## config.mk

```make
export PLATFORM = sky130hd
export DESIGN_NAME = sec_wr_seq
export DESIGN_NICKNAME = d
export VERILOG_FILES = /design/src/rtl/sws_pkg.sv /design/src/rtl/sws_poll_tmr.sv /design/src/rtl/sws_len_ctr.sv /design/src/rtl/sws_fsm.sv /design/src/rtl/sec_wr_seq.sv
export SDC_FILE = /design/constraint.sdc
export NUM_CORES = 1
export LEC_CHECK = 0
export BUFFER_PORTS_ARGS = -buffer_cell sky130_fd_sc_hd__clkbuf_2
export CAP_MARGIN = 20
export CORE_UTILIZATION = 38
export DETAILED_ROUTE_END_ITERATION = 8
export GPL_TIMING_DRIVEN = 0
export HOLD_SLACK_MARGIN = 0.05
export PLACE_DENSITY = 0.57
export SYNTH_ARGS = -nofsm -noshare
export SYNTH_HDL_FRONTEND = slang
export SYNTH_HIERARCHICAL = 1
export SYNTH_SLANG_ARGS = --single-unit
```

## constraint.sdc

```tcl
create_clock -name clk_i -period 3.4 [get_ports clk_i]
set_input_delay 0.51 -clock clk_i [delete_from_list [all_inputs] [get_ports clk_i]]
set_output_delay 0.51 -clock clk_i [all_outputs]
set_load 0.02 [all_outputs]
```

## src/rtl/sws_pkg.sv

```systemverilog
package sws_pkg;
  typedef enum logic [3:0] {
    S_IDLE, S_TRK_CMD, S_TRK_ARG, S_TRK_ACK,
    S_SEC_CMD, S_SEC_ARG, S_SEC_ACK,
    S_SEEK_CMD, S_SEEK_ACK, S_WR_CMD, S_WR_ACK,
    S_DATA, S_END_ACK
  } seq_st_e;

  localparam logic [7:0] ACK_OK = 8'h00;
endpackage

```

## src/rtl/sws_poll_tmr.sv

```systemverilog
module sws_poll_tmr #(
  parameter int POLL_MAX = 255
) (
  input  logic clk_i,
  input  logic rst_ni,
  input  logic poll_i,
  output logic expire_o
);
  localparam int CW = $clog2(POLL_MAX + 1);

  logic [CW-1:0] cnt_q;

  // counts consecutive failed polls; any non-poll cycle restarts the window
  always_ff @(posedge clk_i or negedge rst_ni) begin
    if (!rst_ni)     cnt_q <= '0;
    else if (poll_i) cnt_q <= cnt_q + CW'(1);
    else             cnt_q <= '0;
  end

  assign expire_o = poll_i && (cnt_q == CW'(POLL_MAX - 1));
endmodule

```

## src/rtl/sws_len_ctr.sv

```systemverilog
module sws_len_ctr #(
  parameter int ADDR_W  = 16,
  parameter int SIZE_W  = 2,
  parameter int MIN_LEN = 128
) (
  input  logic              clk_i,
  input  logic              rst_ni,
  input  logic              load_i,
  input  logic [SIZE_W-1:0] size_i,
  input  logic [ADDR_W-1:0] base_i,
  input  logic              step_i,
  output logic [ADDR_W-1:0] addr_o,
  output logic              last_o
);
  localparam int MAX_LEN = MIN_LEN << ((1 << SIZE_W) - 1);
  localparam int LEN_W   = $clog2(MAX_LEN) + 1;

  logic [LEN_W-1:0]  rem_q;
  logic [ADDR_W-1:0] addr_q;

  always_ff @(posedge clk_i or negedge rst_ni) begin
    if (!rst_ni) begin
      rem_q  <= '0;
      addr_q <= '0;
    end else if (load_i) begin
      rem_q  <= LEN_W'(MIN_LEN) << size_i;
      addr_q <= base_i;
    end else if (step_i) begin
      rem_q  <= rem_q - LEN_W'(1);
      addr_q <= addr_q + ADDR_W'(1);
    end
  end

  assign addr_o = addr_q;
  assign last_o = (rem_q == LEN_W'(1));
endmodule

```

## src/rtl/sws_fsm.sv

```systemverilog
module sws_fsm
  import sws_pkg::*;
#(
  parameter logic [7:0] CMD_TRK  = 8'h21,
  parameter logic [7:0] CMD_SEC  = 8'h22,
  parameter logic [7:0] CMD_SEEK = 8'h23,
  parameter logic [7:0] CMD_WR   = 8'h24,
  parameter logic [7:0] TMO_CODE = 8'hE1
) (
  input  logic       clk_i,
  input  logic       rst_ni,
  input  logic       start_i,
  input  logic [7:0] track_i,
  input  logic [7:0] sector_i,
  input  logic       rdy_i,
  input  logic       last_i,
  input  logic       expire_i,
  input  logic       ack_vld_i,
  input  logic [7:0] ack_code_i,
  input  logic [7:0] mem_data_i,
  output seq_st_e    st_o,
  output logic       mb_wr_o,
  output logic [7:0] mb_data_o,
  output logic       load_o,
  output logic       step_o,
  output logic       poll_o,
  output logic       busy_o,
  output logic       done_o,
  output logic       err_o,
  output logic [7:0] err_code_o
);
  seq_st_e    st_q, st_d;
  logic [7:0] trk_q, sec_q;
  logic       is_send, is_ack, ack_bad;
  logic [7:0] byte_d;

  always_comb begin
    is_send = 1'b1;
    byte_d  = '0;
    unique case (st_q)
      S_TRK_CMD:  byte_d = CMD_TRK;
      S_TRK_ARG:  byte_d = trk_q;
      S_SEC_CMD:  byte_d = CMD_SEC;
      S_SEC_ARG:  byte_d = sec_q + 8'd1;  // disk numbering starts at one
      S_SEEK_CMD: byte_d = CMD_SEEK;
      S_WR_CMD:   byte_d = CMD_WR;
      S_DATA:     byte_d = mem_data_i;
      default:    is_send = 1'b0;
    endcase
  end

  assign is_ack  = st_q inside {S_TRK_ACK, S_SEC_ACK, S_SEEK_ACK, S_WR_ACK, S_END_ACK};
  assign ack_bad = ack_code_i != ACK_OK;

  assign mb_wr_o   = is_send && rdy_i;
  assign mb_data_o = byte_d;
  assign load_o    = (st_q == S_IDLE) && start_i;
  assign step_o    = (st_q == S_DATA) && rdy_i;
  assign poll_o    = (st_q == S_DATA) && !rdy_i;
  assign busy_o    = st_q != S_IDLE;
  assign st_o      = st_q;

  always_comb begin
    st_d = st_q;
    if (is_ack) begin
      if (ack_vld_i) begin
        if (ack_bad || st_q == S_END_ACK) st_d = S_IDLE;
        else                              st_d = seq_st_e'(st_q + 4'd1);
      end
    end else if (st_q == S_IDLE) begin
      if (start_i) st_d = S_TRK_CMD;
    end else if (st_q == S_DATA) begin
      if (rdy_i && last_i) st_d = S_END_ACK;
      else if (expire_i)   st_d = S_IDLE;
    end else if (rdy_i) begin
      st_d = seq_st_e'(st_q + 4'd1);
    end
  end

  always_ff @(posedge clk_i or negedge rst_ni) begin
    if (!rst_ni) begin
      st_q       <= S_IDLE;
      trk_q      <= '0;
      sec_q      <= '0;
      done_o     <= 1'b0;
      err_o      <= 1'b0;
      err_code_o <= '0;
    end else begin
      st_q <= st_d;
      if (load_o) begin
        trk_q      <= track_i;
        sec_q      <= sector_i;
        done_o     <= 1'b0;
        err_o      <= 1'b0;
        err_code_o <= '0;
      end else if (is_ack && ack_vld_i) begin
        if (ack_bad) begin
          err_o      <= 1'b1;
          err_code_o <= ack_code_i;
        end else if (st_q == S_END_ACK) begin
          done_o <= 1'b1;
        end
      end else if (expire_i) begin
        err_o      <= 1'b1;
        err_code_o <= TMO_CODE;
      end
    end
  end
endmodule

```

## src/rtl/sec_wr_seq.sv

```systemverilog
module sec_wr_seq
  import sws_pkg::*;
#(
  parameter int         ADDR_W   = 16,
  parameter int         SIZE_W   = 2,
  parameter int         MIN_LEN  = 128,
  parameter int         POLL_MAX = 255,
  parameter logic [7:0] CMD_TRK  = 8'h21,
  parameter logic [7:0] CMD_SEC  = 8'h22,
  parameter logic [7:0] CMD_SEEK = 8'h23,
  parameter logic [7:0] CMD_WR   = 8'h24,
  parameter logic [7:0] TMO_CODE = 8'hE1
) (
  input  logic              clk_i,
  input  logic              rst_ni,
  input  logic              start_i,
  input  logic [7:0]        track_i,
  input  logic [7:0]        sector_i,
  input  logic [SIZE_W-1:0] size_i,
  input  logic [ADDR_W-1:0] base_addr_i,
  input  logic              rx_dir_i,
  input  logic              taken_i,
  output logic              mb_wr_o,
  output logic [7:0]        mb_data_o,
  input  logic              ack_vld_i,
  input  logic [7:0]        ack_code_i,
  output logic [ADDR_W-1:0] mem_addr_o,
  input  logic [7:0]        mem_data_i,
  output logic              busy_o,
  output logic              done_o,
  output logic              err_o,
  output logic [7:0]        err_code_o
);
  seq_st_e st;
  logic    rdy, last, expire, load, step, poll;

  assign rdy = rx_dir_i && taken_i;

  sws_fsm #(
    .CMD_TRK(CMD_TRK), .CMD_SEC(CMD_SEC), .CMD_SEEK(CMD_SEEK),
    .CMD_WR(CMD_WR), .TMO_CODE(TMO_CODE)
  ) u_fsm (
    .clk_i, .rst_ni, .start_i, .track_i, .sector_i,
    .rdy_i(rdy), .last_i(last), .expire_i(expire),
    .ack_vld_i, .ack_code_i, .mem_data_i,
    .st_o(st), .mb_wr_o, .mb_data_o,
    .load_o(load), .step_o(step), .poll_o(poll),
    .busy_o, .done_o, .err_o, .err_code_o
  );

  sws_len_ctr #(.ADDR_W(ADDR_W), .SIZE_W(SIZE_W), .MIN_LEN(MIN_LEN)) u_len (
    .clk_i, .rst_ni, .load_i(load), .size_i, .base_i(base_addr_i),
    .step_i(step), .addr_o(mem_addr_o), .last_o(last)
  );

  sws_poll_tmr #(.POLL_MAX(POLL_MAX)) u_tmr (
    .clk_i, .rst_ni, .poll_i(poll), .expire_o(expire)
  );
endmodule

```

==> impl_metrics.toml <==
[run_status]
status = "finished clean"

[placed_design]
dpl.hpwl_mm = 7.10
dp_cells = 636
dpl_cell_area_um2 = 4350
portBuffers = 91
place.gp.congestion = 0.852

[timing]
post-route-min-period_ns = 3.06
fin_setup_tns_ns = 0
max_freq_ghz = 0.327
finalCritPeriodShare_pct = 90.0
finalSetupViolCount = 0
finClkSkew_ns = 0.0103
drv_slew = 0
rsz0062_at_grt = "false"
worst_slew_pin_slew_ns = 0.770
hold_viol = 0
max_slew_margin_pct = 48.3

[critical_path]
worst_path_most_repeated_cell = "nand2_1"
required_ns = 3.64
slowest_delay_ns = 0.45
critPathKind = "reg2reg"
critPathLaunchType = "register"
worstPathArrival_ns = 3.30
path_delay_family = "simple AND/OR/NAND/NOR gates"
path_cells = "ha_1, buf_2, nand2_1, nor3_4, nand2_1, nor3_1, nand4b_1, a21oi_1, o211ai_1, and2_1, o21ai_0"
end_kind = "register"
crit_fanout = 10
path_buf_inv = 1
crit_slowest_cell = "dfrtp_1"

[power_and_ir_drop]
swShare_pct = 43.9
clock_power_share_pct = 15.9
power_density_nw_per_um2 = 795
power_leakage_uw = 0.00204
p_switching_uw = 1580
vdd_drop_max_v = 0.000319
power_frac_comb_pct = 44.9
totalPowerFinal_uw = 3600
p_int_uw = 2020
power_frac_seq_pct = 39.1

[clock_tree]
clock_latency_ns = 0.34
cts_max_level = 3
cts_root_buf = "clkbuf_8"
cts_made_buffers = 9
post_cts_buffers = 0
tritoncts = "done"
clk_path_buf_depth = 2
clkTransAtPathRegs_ns = 0.07
hold_buffers = 0
cts.sinks = 65

[flow_run]
drv_cap = 0

[synthesis]
ys_ff_latch = 65
synth_cell_types = 58
synthAdderAreaFrac_pct = 3.37
yosysWarnings = 6
muxShareOfSynthArea_pct = 1.38
synthXorXnorAreaFrac_pct = 7.08
ys_seq_area_share_pct = 43.8
synthArstFlopShare_pct = 100
syn_nets = 481
synth_top_family_by_area = "simple AND/OR/NAND/NOR gates"
syn_area_per_cell_um2 = 8.95
yosysTopAreaCell = "dfrtp_1"
synthFlopType = "dfrtp_1"
syn_inst = 415
synth_compound_area_share_pct = 14.6
synth-simple-area-share_pct = 25.7
synth.area.top_cells = "dfrtp_1 44%, nand2_1 8.1%, o21ai_0 4.2%, xnor2_1 4.0%, ha_1 3.4%"
syn_area_um2 = 3710
synth.top_cell.area_share_pct = 43.8
synth_edf_count = 0

[detailed_routing]
first_pass_iters = 4
routed_wl_mm = 9.69
vias = 3404
wl_per_cell_um = 14.9
ant_nets = 0
initialDrtViolationCount = 122
routed_via_density = 5.24
drc = 0

[final_layout]
synthToLayoutAreaGrowth_pct = 21.8
design_area_um2 = 4520
nFillCells = 971
fin_util_pct = 48.3
nets = 583
drive_gt1_share_pct = 24.4
finalNonFillerCells = 650
antenna_cells = 0

[die]
rows = 35
core-area_um2 = 9370
io_pins = 92
die_x_um = 101
die_area_um2 = 10200
die_h_um = 101
start_util_pct = 39.6

[min_path]
hp-class = "in2async"

[grt]
grt_pass1_wl_mm = 16.0
overflow = 0
grt_start_max_net_pins = 42
antenna_found_initial = 0
grt_usage_pct = 20.3
first_global_vias = 3269
[registers in the layout, summed over array words and instances, names as in the netlist]
name              count
u_len/addr_o         16
u_len/rem_q          11
u_fsm/err_code_o      8
u_fsm/sec_q           8
u_fsm/trk_q           8
u_tmr/cnt_q           8
u_fsm/st_o            4
u_fsm/done_o          1
u_fsm/err_o           1
[cell usage after synthesis, types with 5 or more instances]
| cell | n |
|---|---|
| and2_1 | 6 |
| nor4_1 | 7 |
| clkbuf_1 | 12 |
| inv_1 | 15 |
| xor2_1 | 13 |
| dfrtp_1 | 65 |
| nand4_1 | 9 |
| nand2_1 | 80 |
| a22oi_1 | 8 |
| nor2_1 | 25 |
| a21oi_1 | 13 |
| nor3_1 | 9 |
| ha_1 | 10 |
| xnor2_1 | 17 |
| nand3_1 | 13 |
| and3_1 | 5 |
| nor2b_1 | 6 |
| o21ai_0 | 31 |
[area by class of cell]
class | instances | area, µm² | share of cell area [%]
inverters | 16 | 60.1 | 1.33
plain buffers | 17 | 90.1 | 1.99
repair buffers | 92 | 478 | 10.6
clock buffers | 12 | 145 | 3.21
clock inverters | 3 | 17.5 | 0.387
flip-flops and latches | 65 | 1630 | 36.0
multi-input cells | 316 | 1940 | 43.0
well taps | 129 | 161 | 3.57
[per-stage QoR]
stage | worst slack [ns] | hold WS [ns]
2_1_floorplan | 0.903 | 0.214
3_3_place_gp | -0.0523 | 0.457
3_5_place_dp | -0.0451 | 0.479
4_1_cts | 0.199 | 0.112
5_1_grt | 0.0616 | 0.121
6_report | 0.341 | 0.105
[placed cells by master (no fill, tap or decap), types with 15 or more instances in the layout]
master,netlist,final
clkbuf_2,0,90
nand2_1,80,80
dfrtp_1,65,65
o21ai_0,31,31
nor2_1,25,25
xnor2_1,17,17
inv_1,15,15
[worst register-to-register path, delay by kind of cell, from the launching register on]
family	cells	cell delay, ns
compound gates	3	0.67
fa+ha+maj	1	0.18
buf+inv	1	0.21
flops	1	0.45
simple gates	6	1.46
[what timing repair did]
| item | 4_1_cts | 5_1_grt |
|---|---|---|
| endpoints found under the hold margin | 0 | 0 |
| setup endpoints to repair | 3 | 23 |
| resized for setup | 1 | 1 |
[power groups by stage]
stage | clock network, µW | logic, µW | registers (µW)
final | 573 | 1620 | 1410
after detailed placement | 0 | 1610 | 1420
after floorplan | 0 | 993 | 1510
after global placement | 0 | 1590 | 1400
after global routing | 633 | 1800 | 1460
after CTS | 599 | 1620 | 1410
[logic make-up after synthesis]
| family | Yosys count |
|---|---|
| adder cells (fa/ha/maj) | 10 |
| AO/OA/AOI/OAI | 83 |
| buffers and inverters | 34 |
| XOR/XNOR | 30 |
| multiplexers | 5 |
| AND/OR/NAND/NOR | 188 |
| flip-flops | 65 |
[per-layer routing]
layer	track usage, %	share of wire, %	vias up
li1	-	-	1672
met2	32.6	46	103
met1	27.5	47	1617
met3	3.19	5.5	12
met5	0	0	-
met4	7.92	1.6	0
[final timing paths]
path | startpoint | endpoint | slack, ns | cells past startpoint
worst max-delay path | u_fsm/st_o[1] | u_fsm/st_o[2] | 0.34 | 11
worst min-delay path | rst_ni | u_fsm/st_o[0] | 0.11 | 1
worst max register to register | u_fsm/st_o[1] | u_fsm/st_o[2] | 0.34 | 11
worst min register to register | u_fsm/trk_q[2] | u_fsm/trk_q[2] | 0.49 | 2
max in group asynchronous | rst_ni | u_len/rem_q[9] | 2.74 | 2
min in group clk_i | track_i[3] | u_fsm/trk_q[3] | 0.36 | 3
(Power assumes the default switching activity.)
